[config.mk]
export PLATFORM = sky130hd
export DESIGN_NAME = copro_dispatch
export DESIGN_NICKNAME = d
export VERILOG_FILES = /design/src/rtl/copro_pkg.sv /design/src/rtl/copro_operand_stage.sv /design/src/rtl/copro_claim_timer.sv /design/src/rtl/copro_resp_merge.sv /design/src/rtl/copro_dispatch.sv
export SDC_FILE = /design/constraint.sdc
export NUM_CORES = 1
export LEC_CHECK = 0
export BUFFER_PORTS_ARGS = -buffer_cell sky130_fd_sc_hd__buf_2
export CAP_MARGIN = 10
export CORE_MARGIN = 4
export CORE_UTILIZATION = 43
export CTS_BUF_LIST = sky130_fd_sc_hd__clkbuf_4
export DETAILED_ROUTE_END_ITERATION = 10
export PLACE_DENSITY = 0.87
export SYNTH_ARGS = -nofsm -noshare
export SYNTH_HDL_FRONTEND = slang
export SYNTH_HIERARCHICAL = 1
export SYNTH_SLANG_ARGS = --single-unit
[constraint.sdc]
create_clock -name clk -period 3 [get_ports clk]
set_clock_uncertainty 0.15 [all_clocks]
set_input_delay 0.45 -clock clk [delete_from_list [all_inputs] [get_ports clk]]
set_output_delay 0.45 -clock clk [all_outputs]
set_load 0.03 [all_outputs]
[src/rtl/copro_pkg.sv]
package copro_pkg;

    typedef enum logic {
        S_IDLE   = 1'b0,
        S_ACTIVE = 1'b1
    } disp_state_e;

    // Instruction field positions used by the controller
    localparam int unsigned IDX_W   = 5;
    localparam int unsigned RD_LSB  = 7;
    localparam int unsigned RS1_LSB = 15;
    localparam int unsigned RS2_LSB = 20;

endpackage

[src/rtl/copro_operand_stage.sv]
module copro_operand_stage
    import copro_pkg::*;
#(
    parameter int unsigned XLEN = 32
) (
    input  logic                   clk,
    input  logic                   rst_n,
    input  logic                   load,
    input  logic [XLEN-1:0]        insn_in,
    input  logic [1:0][XLEN-1:0]   src_in,
    output logic [XLEN-1:0]        insn_q,
    output logic [1:0][XLEN-1:0]   opnd_q
);

    logic [XLEN-1:0] opnd_r [2];

    always_ff @(posedge clk) begin
        if (!rst_n) begin
            insn_q <= '0;
        end else if (load) begin
            insn_q <= insn_in;
        end
    end

    // One latch per source operand; index 0 reads as zero
    for (genvar g = 0; g < 2; g++) begin : g_opnd
        localparam int unsigned LSB = (g == 0) ? RS1_LSB : RS2_LSB;
        always_ff @(posedge clk) begin
            if (!rst_n) begin
                opnd_r[g] <= '0;
            end else if (load) begin
                opnd_r[g] <= (insn_in[LSB +: IDX_W] == '0) ? '0 : src_in[g];
            end
        end
        assign opnd_q[g] = opnd_r[g];
    end

endmodule

[src/rtl/copro_claim_timer.sv]
module copro_claim_timer #(
    parameter int unsigned CLAIM_CYCLES = 16
) (
    input  logic clk,
    input  logic rst_n,
    input  logic run,
    input  logic hold,
    output logic expired
);

    localparam int unsigned CNT_W = (CLAIM_CYCLES > 2) ? $clog2(CLAIM_CYCLES) : 1;
    localparam logic [CNT_W-1:0] RELOAD = CNT_W'(CLAIM_CYCLES - 1);

    logic [CNT_W-1:0] cnt_q;

    always_ff @(posedge clk) begin
        if (!rst_n) begin
            cnt_q <= RELOAD;
        end else if (!run || hold) begin
            cnt_q <= RELOAD;
        end else if (cnt_q != '0) begin
            cnt_q <= cnt_q - 1'b1;
        end
    end

    assign expired = (cnt_q == '0);

endmodule

[src/rtl/copro_resp_merge.sv]
module copro_resp_merge #(
    parameter int unsigned XLEN    = 32,
    parameter bit          USE_INT = 1'b1,
    parameter bit          USE_EXT = 1'b1
) (
    input  logic            int_wr,
    input  logic [XLEN-1:0] int_result,
    input  logic            int_wait,
    input  logic            int_ready,
    input  logic            ext_wr,
    input  logic [XLEN-1:0] ext_result,
    input  logic            ext_wait,
    input  logic            ext_ready,
    output logic            any_wait,
    output logic            any_ready,
    output logic            sel_wr,
    output logic [XLEN-1:0] sel_data
);

    logic            i_rdy, i_wt, i_wr;
    logic [XLEN-1:0] i_dat;
    logic            e_rdy, e_wt, e_wr;
    logic [XLEN-1:0] e_dat;

    if (USE_INT) begin : g_int_on
        assign i_rdy = int_ready;
        assign i_wt  = int_wait;
        assign i_wr  = int_wr;
        assign i_dat = int_result;
    end else begin : g_int_off
        assign i_rdy = 1'b0;
        assign i_wt  = 1'b0;
        assign i_wr  = 1'b0;
        assign i_dat = '0;
    end

    if (USE_EXT) begin : g_ext_on
        assign e_rdy = ext_ready;
        assign e_wt  = ext_wait;
        assign e_wr  = ext_wr;
        assign e_dat = ext_result;
    end else begin : g_ext_off
        assign e_rdy = 1'b0;
        assign e_wt  = 1'b0;
        assign e_wr  = 1'b0;
        assign e_dat = '0;
    end

    always_comb begin
        any_wait  = i_wt | e_wt;
        any_ready = i_rdy | e_rdy;
        if (e_rdy) begin
            sel_wr   = e_wr;
            sel_data = e_dat;
        end else begin
            sel_wr   = i_wr & i_rdy;
            sel_data = i_dat;
        end
    end

endmodule

[src/rtl/copro_dispatch.sv]
module copro_dispatch
    import copro_pkg::*;
#(
    parameter int unsigned XLEN         = 32,
    parameter int unsigned CLAIM_CYCLES = 16,
    parameter bit          USE_INT      = 1'b1,
    parameter bit          USE_EXT      = 1'b1
) (
    input  logic             clk,
    input  logic             rst_n,
    input  logic             trap_req,
    input  logic [XLEN-1:0]  trap_insn,
    input  logic [XLEN-1:0]  trap_src_a,
    input  logic [XLEN-1:0]  trap_src_b,
    output logic             disp_valid,
    output logic [XLEN-1:0]  disp_insn,
    output logic [XLEN-1:0]  disp_opa,
    output logic [XLEN-1:0]  disp_opb,
    input  logic             int_wr,
    input  logic [XLEN-1:0]  int_result,
    input  logic             int_wait,
    input  logic             int_ready,
    input  logic             ext_wr,
    input  logic [XLEN-1:0]  ext_result,
    input  logic             ext_wait,
    input  logic             ext_ready,
    output logic             wb_en,
    output logic [IDX_W-1:0] wb_idx,
    output logic [XLEN-1:0]  wb_data,
    output logic             resume_fetch,
    output logic             illegal_trap
);

    disp_state_e state_q, state_d;

    logic            accept, finish, expire;
    logic            any_wait, any_ready, sel_wr, expired;
    logic [XLEN-1:0] sel_data;
    logic [1:0][XLEN-1:0] src_pair, opnd_pair;
    logic [IDX_W-1:0] rd_idx;

    assign src_pair[0] = trap_src_a;
    assign src_pair[1] = trap_src_b;

    copro_operand_stage #(.XLEN(XLEN)) u_opnd (
        .clk     (clk),
        .rst_n   (rst_n),
        .load    (accept),
        .insn_in (trap_insn),
        .src_in  (src_pair),
        .insn_q  (disp_insn),
        .opnd_q  (opnd_pair)
    );

    assign disp_opa = opnd_pair[0];
    assign disp_opb = opnd_pair[1];
    assign rd_idx   = disp_insn[RD_LSB +: IDX_W];

    copro_resp_merge #(.XLEN(XLEN), .USE_INT(USE_INT), .USE_EXT(USE_EXT)) u_merge (
        .int_wr     (int_wr),
        .int_result (int_result),
        .int_wait   (int_wait),
        .int_ready  (int_ready),
        .ext_wr     (ext_wr),
        .ext_result (ext_result),
        .ext_wait   (ext_wait),
        .ext_ready  (ext_ready),
        .any_wait   (any_wait),
        .any_ready  (any_ready),
        .sel_wr     (sel_wr),
        .sel_data   (sel_data)
    );

    copro_claim_timer #(.CLAIM_CYCLES(CLAIM_CYCLES)) u_timer (
        .clk     (clk),
        .rst_n   (rst_n),
        .run     (disp_valid),
        .hold    (any_wait),
        .expired (expired)
    );

    // Transition conditions
    assign disp_valid = (state_q == S_ACTIVE);
    assign accept     = (state_q == S_IDLE) && trap_req;
    assign finish     = disp_valid && any_ready;
    assign expire     = disp_valid && !any_ready && !any_wait && expired;

    always_comb begin
        state_d = state_q;
        unique case (state_q)
            S_IDLE:   if (trap_req) state_d = S_ACTIVE;
            S_ACTIVE: if (any_ready || (!any_wait && expired)) state_d = S_IDLE;
            default:  state_d = S_IDLE;
        endcase
    end

    // State register
    always_ff @(posedge clk) begin
        if (!rst_n) begin
            state_q <= S_IDLE;
        end else begin
            state_q <= state_d;
        end
    end

    // Registered outputs
    always_ff @(posedge clk) begin
        if (!rst_n) begin
            resume_fetch <= 1'b0;
            illegal_trap <= 1'b0;
            wb_en        <= 1'b0;
            wb_idx       <= '0;
            wb_data      <= '0;
        end else begin
            resume_fetch <= finish;
            illegal_trap <= expire;
            wb_en        <= finish && sel_wr && (rd_idx != '0);
            if (finish) begin
                wb_idx  <= rd_idx;
                wb_data <= sel_data;
            end
        end
    end

endmodule

; Word-level counts from Yosys, hierarchy flattened
; Memory sizes are Yosys's and may differ from the RTL's.
; Index checks and enable logic that the tools add are counted.
[classes]
add_sub_neg = 1
mux = 13
bitwise = 7
n_reduce_logical = 19
[ops]
columns = cell, count
row1 = $mux 32, 5
row2 = $logic_not 5->1, 2
row3 = $logic_and 1x1->1, 8
row4 = $mux 1, 7
row5 = $reduce_bool 5->1, 1
row6 = $logic_not 4->1, 1
row7 = $or 1x1->1, 4
row8 = $reduce_bool 4->1, 1
row9 = $sub 4x1->4 const B, 1
row10 = $logic_not 1->1, 3
row11 = $logic_or 1x1->1, 2
row12 = $not 1->1, 2
row13 = $pmux 1 s2, 1
row14 = $reduce_or 2->1, 1
row15 = $and 1x1->1, 1
[totals]
regBits = 77
mem_bits_rw = 64
input_bits = 169
output_inout_bits = 137
mem_count = 1
[memory_table]
columns = memory, words, word_bits, rd, rd_clocked_by_memory_dff, wr, line_no
row1 = u_opnd.opnd_r, 2, 32, 2, 0, 2, copro_operand_stage.sv:15  ; logic [XLEN-1:0] opnd_r [2];

; Longest topological paths before layout
; Gate-level depths: netlist (run 1).
[depth]
depth_word = 6
mapped_depth = 8
mapped_depth_nobuf = 6

; Cells and area by module
; The synthesis (run 1) kept the hierarchy.
[by_module_without_submodules]
columns = module, n_inst, cells_per_inst, area_per_inst_um2
row1 = copro_operand_stage, 1, 327, 4023.9
row2 = copro_dispatch, 1, 173, 1525.2
row3 = copro_resp_merge, 1, 41, 553.0
row4 = copro_claim_timer, 1, 20, 195.2

; Worst setup path before layout (run 1)
; No wires, ideal clock.
[synth_path]
path_kind = register to register
start = register state_q (netlist: disp_valid)
end = memory u_opnd.opnd_r[0][0] (enable)
setup_ns = 0.432
arrival_ns = 2.535
required_time_ns = 2.418
setup_slack_ns = -0.118
stages_incl_launch_ff = 5
period_less_slack_ns = 3.118
cell_sequence = dfxtp_1 -> nor2b_1 -> buf_4 -> buf_4 -> nand2b_1
[synth_rtl]
columns = item, line_no
row1 = "start, declared", copro_dispatch.sv:34  ; disp_state_e state_q, state_d;
row2 = "start signal, assigned", copro_dispatch.sv:102  ; state_q <= state_d;
row3 = "end, declared", copro_operand_stage.sv:15

; Worst setup path in the final report (run 1)
[layout_path]
start = register state_q (netlist: disp_valid)
end = output disp_valid
[layout_rtl]
columns = item, line_no
row1 = "end, declared", copro_dispatch.sv:15  ; output logic disp_valid,
; No word-level cell between the ends.

==> results of run 1 <==
## cells in the final DEF, fill, tap and decap left out, types with 2 or more instances in the layout
cell / netlist / final
a21boi_0: 7 / 7
a21boi_1: 30 / 30
a21oi_1: 60 / 60
a21oi_2: 4 / 4
buf_12: 2 / 2
buf_2: 6 / 304
buf_4: 12 / 10
bufinv_16: 0 / 2
clkbuf_4: 0 / 20
clkinv_1: 0 / 2
clkinv_2: 0 / 4
dfxtp_1: 77 / 77
dlygate4sd3_1: 0 / 23
edfxtp_1: 64 / 64
inv_1: 4 / 4
inv_2: 0 / 2
mux2_2: 5 / 5
mux2_4: 27 / 27
mux2i_1: 33 / 33
nand2_1: 80 / 80
nand3_1: 64 / 64
nor2b_1: 34 / 33
nor4_4: 2 / 2
or2_2: 2 / 2
## where the power goes
group          total (mW)  internal, mW  switching [mW]
Sequential           2.18          2.13          0.0456
Clock                1.15         0.503           0.649
Combinational       0.850         0.319           0.531
Total                4.18          2.95            1.23
## what timing repair did
action,in CTS,in global routing
buffers inserted,0,0
endpoints found under the hold margin,23,0
hold buffers,23,0
## cell type report
| class | count | area, um^2 |
|---|---|---|
| Fill cell | 1193 | 5810 |
| Clock inverter | 11 | 101 |
| Inverter | 4 | 15.0 |
| Antenna cell | 1 | 2.50 |
| Clock buffer | 20 | 150 |
| Multi-Input combinational cell | 367 | 2460 |
| Tap cell | 180 | 225 |
| Timing Repair Buffer | 339 | 1870 |
| Sequential cell | 141 | 3460 |
## metrics by stage
stage                     std cells  utilization [%]
after floorplan                 561                -
after global placement         1008             55.3
after detailed placement       1008             55.3
after CTS                      1062             58.7
after global routing           1063             58.8
final                          1063             58.8
## logic make-up (layout without fill, tap and decap cells)
group,count (synthesis),after routing,share of synthesized area [%]
simple gates,194,194,15.6
flops,141,141,55.0
compound gates,105,105,10.2
mux,66,66,12.8
buf+inv,53,374,6.12
fa+ha+maj,1,1,0.199
xor+xnor,1,1,0.139
other cells,0,1,0
## path summary, 6_finish.rpt
kind | from | end | slack, ns
min | trap_insn[20] | u_opnd/insn_q[20]$_SDFFE_PN0P_ | 0.06
max reg2reg | disp_valid$_SDFF_PN0_ | u_opnd/opnd_r[1][10]$_SDFFCE_PP0P_ | 1.23
max | disp_valid$_SDFF_PN0_ | disp_valid | 1.08
min reg2reg | wb_data[11]$_SDFFE_PN0P_ | wb_data[11]$_SDFFE_PN0P_ | 0.31
## registers in the layout, summed over array words and instances (netlist names)
| register | flops |
|---|---|
| u_opnd/opnd_r | 64 |
| u_opnd/insn_q | 32 |
| wb_data | 32 |
| wb_idx | 5 |
| u_timer/cnt_q | 4 |
| disp_valid | 1 |
| illegal_trap | 1 |
| resume_fetch | 1 |
| wb_en | 1 |
## routing by layer
layer  share of wire [%]  GRT usage (%)
met1                  39           23.5
met2                  52           35.2
met3                 7.6           6.43
met4                 2.0           7.97
met5                   0              0
==> metrics.txt, run 1 <==
status=complete, no violations; Least-Margin Pin Slew=1.07 ns; First-pass DRT Iterations=4; num rows=43; I/O pin count=306; crit end category=output port; CTS tree=yes; Worst-Skew Late Latency=0.54 ns; via/cell ratio=5.08; Post-Syn Area=approximately 6300 um^2; synth unique cells=39; Worst-path clk slew=approximately 0.1 ns; largest net degree at the start of global routing=65; Most used DFF post-synth=dfxtp_1; max-cap violation count=0; delay-heaviest family, CP=flip-flops; HP Class=in2reg; Post-CTS Resized=0; WP buf/inv=1; Seq/Total Area, Yosys=55.0%; synth-to-layout area growth=31.5%; Crit. path cell count=1; Hold Path Cell Cnt=3; DRC=0; RSZ-0062 raised after global routing=no; synthesized area per cell=roughly 11 um^2; Pwr Total=4.18 mW; grt ovf=0; Max Clk Rate=roughly 520 MHz; slowest cell delay on critical path=0.51 ns; Die Ht=129 um; Num CTS Buffers=17; type of origin of the critical path=register; Required @ worst endpoint=2.40 ns; post-placement setup slack=1.01 ns; die area=16600 um^2; Vias=5395; Final Hold Viols=0; dpl hpwl=12.3 mm; Post-synth ARST share=0%; post-route clock period utilization=63.9%; most common cell in the netlist=nand2_1; die extent in x=129 um; crit path kind=reg2out; Rel. slew slack=about 29%; htree depth=4; Core ar.=14100 um^2; final setup margin=1.08 ns; share of cells above drive strength 1=44.1%; worst-path maximum fanout=8; Slew Limit Fails=0; Initial Util=44.7%; Final min period=roughly 1.9 ns; number of port buffers=slightly above 300; Static Leak=3.96 nW; worst path cell trace=buf_2; Yosys top cell by area=edfxtp_1; arrival time worst endpoint=1.32 ns; post-route cell area=8280 um^2; Detailed Route WL=17.8 mm; setup TNS=0 ns; Antenna Violating Nets Remaining=0; wire per inst=16.7 um; Total Nets Final=about 1000; top post-synthesis cells by count=80 x nand2_1, 77 x dfxtp_1, 64 x edfxtp_1, 64 x nand3_1, 60 x a21oi_1; first-pass GRT wire length=26.6 mm; Mapped Nets=between 700 and 800; Post-Synthesis Cells=around 560; flops & latches, synth=between 100 and 150; Post-synth EDFFs=64; antenna violations before repair=1; Setup Viol. Count Final=0; VDD IR max=between 0.3 and 0.4 mV; GRT Total Usage=20.4%; root buf cell=clkbuf_4; Final Wtd Congestion=0.829; Num Clock Sinks=about 140; Longest Clk Path Bufs=2; Warnings, synthesis=6; FF-to-FF path depth=4; Slowest cell on crit path=dfxtp_1; final hold slack=~0.055 ns; dpl cell area=7800 um^2; 1st-iter DRT viols=313; vias in the first global route=approximately 5300; post-synth top area share=around 30%; synth top area cells=edfxtp_1 31%, dfxtp_1 24%, mux2_4 6.4%, mux2i_1 5.2%, nand3_1 5.1%; Cell Pwr Density=505 nW/um^2
(Power assumes the default switching activity.)
==> run 2, diff against run 1 <==
Settings changed: ABC_AREA set to 1, CORE_UTILIZATION 43 to 42.
Clock period 3 ns to 1.7 ns, I/O delays scaled along.
==> run 2 against run 1 <==
Against the previous run:
- sequential power is 77% higher
- clock power is 98% higher
- total power is 90% higher
- critical endpoint is now u_opnd/opnd_r[1][4]$_SDFFCE_PP0P_
- highest routed layer unchanged
==> metrics.txt, run 2 <==
status=complete, no violations; post-synth top area share=32.6% (+2.1 points); htree depth=4 (unchanged); worst path cell trace=buf_4 > nor2_4 > nand2_4 > inv_4 > nand2_4 > nor2_1; Num CTS Buffers=17 (unchanged); RSZ-0062 raised after global routing=yes; Post-synth ARST share=0% (unchanged); type of origin of the critical path=register; post-route clock period utilization=98.3%; crit-path most repeated cell=nand2_4; Yosys top cell by area=edfxtp_1; Longest Clk Path Bufs=2 (unchanged); antenna violations before repair=1 (unchanged); grt ovf=0 (unchanged); root buf cell=clkbuf_4; max-cap violation count=0 (unchanged); synth unique cells=24 (-38%); register with the most flip-flops=u_opnd/opnd_r; Detailed Route WL=22.8 mm (+28%); Max Clk Rate=598 MHz; top post-synthesis cells by count=195 x nand2_1, 82 x nand3_1, 81 x inv_1, 77 x dfxtp_1, 64 x edfxtp_1; vias in the first global route=7076 (+33%); GR met1 Demand/Resource=28.7% (+5.2 points); Least-Margin Pin Slew=0.417 ns (-0.650 ns); CTS tree=yes; slowest cell delay on critical path=0.37 ns (-0.14 ns); worst r2r src=disp_valid$_SDFF_PN0_; final setup margin=0.0286 ns (-1.05 ns); Setup Viol. Count Final=0 (unchanged); Num Clock Sinks=141 (unchanged); largest net degree at the start of global routing=38 (-42%); Initial Util=42.7% (-2.0 points); wire per inst=17.0 um (+1.8%); Total Nets Final=1317 (+27%); die area=16000 um^2 (-3.8%); worst-path maximum fanout=32 (+24); delay-heaviest family, CP=simple AND/OR/NAND/NOR gates; synth top area cells=edfxtp_1 33%, dfxtp_1 26%, nand2_1 12%, nand3_1 7.0%, inv_1 5.2%; synthesized area per cell=8.73 um^2 (-22%); Cell Pwr Density=828 nW/um^2 (+64%); Required @ worst endpoint=1.91 ns (-0.49 ns); post-placement setup slack=0.155 ns (-0.856 ns); met2 Usage GRT=50.2% (+15 points); Vias=6592 (+22%); Post-Synthesis Cells=676 (+20%); Hold Path Origin=int_ready; via/cell ratio=4.92 (-3.1%); Slowest cell on crit path=dfxtp_4; Seq/Total Area, Yosys=58.7% (+3.7 points); fillers=930 (-22%); Worst-path clk slew=0.13 ns (+0.03 ns); Warnings, synthesis=6 (unchanged); most common cell in the netlist=nand2_1; commonest non-fill, non-tap cells in the layout=304 x buf_2, 194 x nand2_1, 167 x dlygate4sd3_1, 82 x nand3_1, 80 x inv_1; die extent in x=127 um (-1.9%); Final Non-Filler Cells=1341 (+26%); Worst-Skew Late Latency=0.53 ns (about the same); 1st-iter DRT viols=511 (+63%); GRT Total Usage=28.0% (+7.7 points); share of cells above drive strength 1=34.3% (-9.8 points); Final Wtd Congestion=0.819 (-1.1%); Antenna Violating Nets Remaining=0 (unchanged); dpl hpwl=12.6 mm (+2.4%); Largest register FFs=64 (unchanged); Final Hold Viols=0 (unchanged); crit end category=register; VDD IR max=0.527 mV (+36%); Post-Syn Area=5900 um^2 (-6.3%); Die Ht=127 um (-1.9%); Inst Count DP=1139 (+13%); HP Class=in2reg; CP Launch Point=disp_valid$_SDFF_PN0_; flops & latches, synth=141 (unchanged); Core ar.=13800 um^2 (-1.9%); Final min period=1.67 ns; First-pass DRT Iterations=5 (+1); crit path kind=reg2reg; synth-to-layout area growth=62.7%; routing usage on met3=8.42% (+2.0 points); number of port buffers=305 (unchanged); Rel. slew slack=72.2% (+43 points); arrival time worst endpoint=1.88 ns (+0.56 ns); largest registers=u_opnd/opnd_r (64), u_opnd/insn_q (32), wb_data (32); Core Util, Final=69.4% (+11 points); setup TNS=0 ns (unchanged); Post-synth EDFFs=64 (unchanged); first-pass GRT wire length=35.3 mm (+33%); DRC=0 (unchanged); num rows=43 (unchanged); commonest non-fill, non-tap cell in the layout=buf_2; Static Leak=4.99 nW (+26%); Top Usage Layer GRT=met2; WP buf/inv=2 (+1); Mapped Nets=846 (+16%); Slew Limit Fails=0 (unchanged); Most used DFF post-synth=dfxtp_1; I/O pin count=306 (unchanged)
run 2: cell types whose count changed in the layout (fill, tap and decap cells not counted), moves of 33 or more:
cell	before	now
dlygate4sd3_1	23	167
nand2_1	80	194
inv_1	4	80
nor2_1	1	53
mux2i_1	33	0
nor2b_1	33	0
run 2: report_power, final:
| group | internal (mW) | switching [mW] |
|---|---|---|
| clock | 1.06 | 1.23 |
| combinational | 0.738 | 1.07 |
| sequential | 3.77 | 0.0976 |
| total | 5.56 | 2.39 |
run 2: worst min-delay path, stage by stage:
cell and delay (ns):
buf_2 0.09, or2_2 0.20, nand3_1 0.09, a21oi_1 0.13
run 2: final cells by class:
class | count | area (um^2) | share of cell area [%]
multi-input cells | 413 | 1850 | 19.3
clock buffers | 20 | 150 | 1.56
clock inverters | 12 | 148 | 1.54
inverters | 84 | 325 | 3.39
flip-flops and latches | 141 | 3470 | 36.1
repair buffers | 490 | 3430 | 35.7
diodes | 1 | 2.50 | 0.0261
well taps | 180 | 225 | 2.35
run 2: what timing repair did:
action / in CTS / in global routing
gates resized for setup: 4 / 4
buffers inserted: 1 / 0
setup endpoints to repair: 1 / 5
hold buffers: 167 / 0
hold endpoints to repair: 136 / 0
gates cloned: 1 / 0
run 2: cell families after synthesis:
logic type	after synthesis	share of synthesized area (%)
and+or+nand+nor	370	27.1
DFF	141	58.7
buffers and inverters	122	10.4
adders and majority gates	1	0.212
AOI/OAI and AO/OA	42	3.60
run 2: worst paths after layout:
kind / to / slack, ns / cells past startpoint
min: wb_idx[4]$_SDFFE_PN0P_ / 0.13 / 4
min reg2reg: wb_data[19]$_SDFFE_PN0P_ / 0.32 / 2
max reg2reg: u_opnd/opnd_r[1][4]$_SDFFCE_PP0P_ / 0.03 / 6
max: u_opnd/opnd_r[1][4]$_SDFFCE_PP0P_ / 0.03 / 6
run 2: per-layer routing:
metal | wire length, um | vias up | part of all wire, %
met2 | 12000 | 381 | 53
met5 | 0 | - | 0
met1 | 7920 | 3049 | 35
met4 | 1150 | 0 | 5.0
met3 | 1760 | 94 | 7.7
li1 | - | 3068 | -
run 2: metrics by stage:
stage	total power, mW	hold WS [ns]	instance area, um^2
3_5_place_dp	5.31	0.295	7560
5_1_grt	8.29	0.120	9600
2_1_floorplan	4.80	0.208	5950
3_3_place_gp	5.28	0.290	7560
4_1_cts	7.89	0.0607	9590
6_report	7.95	0.130	9600
==> run 3, diff against run 2 <==
Settings changed: SYNTH_HIERARCHICAL 1 to unset.
==> run 3 against run 2 <==
Against the previous run:
- synthesized cell count rose by 8.4%
- first-iteration DRC count fell by 26%
- fmax rose by 3.8%
- sequential cell count did not move
- die area fell by 0.36%
- worst setup slack improved by 0.061 ns
- utilization rose by 1.9 points
- area after synthesis fell by 0.38%
- via count rose by 1.6%
- wire length fell by 0.80%
- hold slack improved by 0.071 ns
==> metrics.txt, run 3 <==
DRC=0 (unchanged); Num CTS Buffers=17 (unchanged); antenna violations before repair=2 (+1); type of origin of the critical path=register; commonest non-fill, non-tap cells in the layout=304 x buf_2, 234 x nand2_1, 168 x dlygate4sd3_1, 152 x nor2_1, 111 x inv_1; VDD IR max=0.687 mV (+30%); CTS tree=yes; grt ovf=0 (unchanged); die area=16000 um^2 (-0.36%); Initial Util=43.7% (+1.0 points); top post-synthesis cells by count=235 x nand2_1, 152 x nor2_1, 111 x inv_1, 77 x dfxtp_1, 64 x edfxtp_1; synth unique cells=21 (-13%); largest registers=u_opnd.opnd_r (64), u_opnd.insn_q (32), wb_data (32); final hold slack=0.200 ns (+0.0708 ns); Final Hold Viols=0 (unchanged); number of port buffers=305 (unchanged); Slew Limit Fails=0 (unchanged); Setup Viol. Count Final=0 (unchanged); post-route clock period utilization=94.7% (-3.6 points); Longest Clk Path Bufs=2 (unchanged); Max Clk Rate=621 MHz (+3.8%); Final Wtd Congestion=0.854 (+4.2%); r2r setup slk=0.21 ns (+0.18 ns); synth-to-layout area growth=63.2%; multi-input logic area=1800 um^2 (-3.0%); RSZ-0062 raised after global routing=no; Post-synth EDFFs=64 (unchanged); largest net degree at the start of global routing=65 (+71%); share of cells above drive strength 1=29.5% (-4.8 points); commonest non-fill, non-tap cell in the layout=buf_2; die extent in x=126 um (-0.18%); max-cap violation count=0 (unchanged); most common cell in the netlist=nand2_1; Setup Buffers After CTS=0 (-1); htree depth=4 (unchanged); Post-Syn Area=5880 um^2 (-0.38%); wire per inst=16.2 um (-5.0%); HP Class=in2reg; Die Ht=126 um (-0.18%); via/cell ratio=4.78 (-2.7%); Num Clock Sinks=141 (unchanged); Total Nets Final=1379 (+4.7%); post-synth top area share=32.7% (+0.12 points); Vias=6697 (+1.6%); fillers=887 (-4.6%); status=complete, no violations; Cell Pwr Density=828 nW/um^2 (about the same); num rows=42 (-2.3%); post-route cell area=9590 um^2 (-0.10%); Inst Count DP=1198 (+5.2%); Required @ worst endpoint=1.29 ns (-0.62 ns); Detailed Route WL=22.7 mm (-0.80%); vias in the first global route=6895 (-2.6%); Mapped Nets=903 (+6.7%); synth top area cells=edfxtp_1 33%, dfxtp_1 26%, nand2_1 15%, nor2_1 9.7%, inv_1 7.1%; register with the most flip-flops=u_opnd.opnd_r; arrival time worst endpoint=1.21 ns (-0.67 ns); Post-synth ARST share=0% (unchanged); Final min period=1.61 ns (-0.0609 ns); 1st-iter DRT viols=379 (-26%); register area=3460 um^2 (-0.11%); root buf cell=clkbuf_4; dpl cell area=7630 um^2 (+0.88%); Seq/Total Area, Yosys=58.9% (+0.22 points); setup TNS=0 ns (unchanged); Warnings, synthesis=0 (-6); Final Non-Filler Cells=1400 (+4.4%); Rel. slew slack=69.3% (-2.9 points); Yosys top cell by area=edfxtp_1; FF-to-FF path depth=6 (unchanged); Worst-path clk slew=0.12 ns (about the same); GRT Total Usage=27.8% (-0.25 points); Most used DFF post-synth=dfxtp_1; first-pass GRT wire length=35.0 mm (-0.82%); CP Launch Point=disp_valid$_SDFF_PN0_; worst r2r src=disp_valid$_SDFF_PN0_; Core ar.=13500 um^2 (-2.7%); I/O pin count=306 (unchanged); reg-to-reg endpoint=u_opnd.opnd_r[1][15]$_SDFFCE_PP0P_; CP endpoint=disp_valid; worst-path maximum fanout=8 (-75%); crit end category=output port; synthesized area per cell=8.02 um^2 (-8.1%); Least-Margin Pin Slew=0.460 ns (+0.0432 ns); Worst-Skew Late Latency=0.52 ns (about the same); Post-Synthesis Cells=733 (+8.4%); flops & latches, synth=141 (unchanged); Antenna Violating Nets Remaining=0 (unchanged); First-pass DRT Iterations=7 (+2); Static Leak=5.29 nW (+6.0%); crit path kind=reg2out; dpl hpwl=12.8 mm (+1.6%); Largest register FFs=64 (unchanged)
==> run 3: cell types whose count changed after synthesis, moves of 3 or more <==
| cell | previous run | this run |
|---|---|---|
| nor2_2 | 21 | 0 |
| nand2_1 | 195 | 235 |
| o21ai_0 | 3 | 7 |
| buf_2 | 13 | 16 |
| inv_1 | 81 | 111 |
| buf_4 | 11 | 2 |
| nand2_2 | 11 | 3 |
| nand2_4 | 3 | 0 |
| nor2_1 | 55 | 152 |
| a21oi_1 | 38 | 0 |
| nand3_1 | 82 | 42 |
| clkbuf_1 | 1 | 5 |
==> run 3: worst min-delay path by stage <==
stage | start | slack, ns | depth (start not counted) | end
floorplan | trap_insn[0] | 0.21 | 2 | u_opnd.insn_q[0]$_SDFFE_PN0P_
global placement | trap_insn[29] | 0.29 | 3 | u_opnd.insn_q[29]$_SDFFE_PN0P_
detailed placement | trap_insn[30] | 0.30 | 3 | u_opnd.insn_q[30]$_SDFFE_PN0P_
CTS | ext_ready | 0.12 | 5 | wb_idx[0]$_SDFFE_PN0P_
global route | ext_ready | 0.17 | 5 | wb_data[7]$_SDFFE_PN0P_
finish | ext_ready | 0.20 | 5 | wb_data[18]$_SDFFE_PN0P_
==> run 3: worst max-delay path, stage by stage (launching register included) <==
cell	delay [ns]
dfxtp_2	0.35
buf_4	0.16
buf_4	0.17
==> run 3: timing repair <==
item                                    in CTS  in global routing
resized for setup                            0                  2
endpoints found under the setup margin       0                  1
hold buffers                               168                  0
endpoints found under the hold margin      136                  0
==> run 3: stage by stage <==
step	total power, mW	worst slack (ns)	utilization (%)
finish	7.94	0.0896	71.3
CTS	7.89	0.0130	71.2
detailed placement	5.49	0.285	56.7
global route	8.28	0.00640	71.3
floorplan	4.90	0.100	-
global placement	5.45	0.294	56.7
==> run 3: layer usage <==
layer / vias to the layer above / track usage (%) / wire, um
met2: 345 / 52.1 / 12300
met3: 78 / 7.10 / 1460
met5: - / 0 / 0
met1: 3125 / 28.3 / 7900
met4: 0 / 14.1 / 1010
li1: 3149 / - / -
==> run 3: layout make-up <==
cell class / instances / area share [%]
diodes: 2 / 0.0522
clock buffers: 17 / 1.33
clock inverters: 15 / 1.51
inverters: 114 / 4.46
multi-input cells: 446 / 18.7
flip-flops and latches: 141 / 36.1
well taps: 176 / 2.30
repair buffers: 489 / 35.5
==> run 3: power by group <==
group	internal, mW	switching [mW]	leakage, nW	total (mW)
sequential	3.79	0.104	1.33	3.90
clock	0.863	1.25	0.133	2.11
combinational	0.764	1.17	3.83	1.93
total	5.42	2.52	5.29	7.94
==> run 3: kinds of logic (layout without fill, tap and decap cells) <==
group	count (synthesis)	count (layout)	synth area share [%]
flip-flops	141	141	58.9
AND/OR/NAND/NOR	437	437	29.2
AO/OA/AOI/OAI	8	8	0.873
buffers and inverters	146	635	10.8
other	0	2	0
adder cells (fa/ha/maj)	1	1	0.213
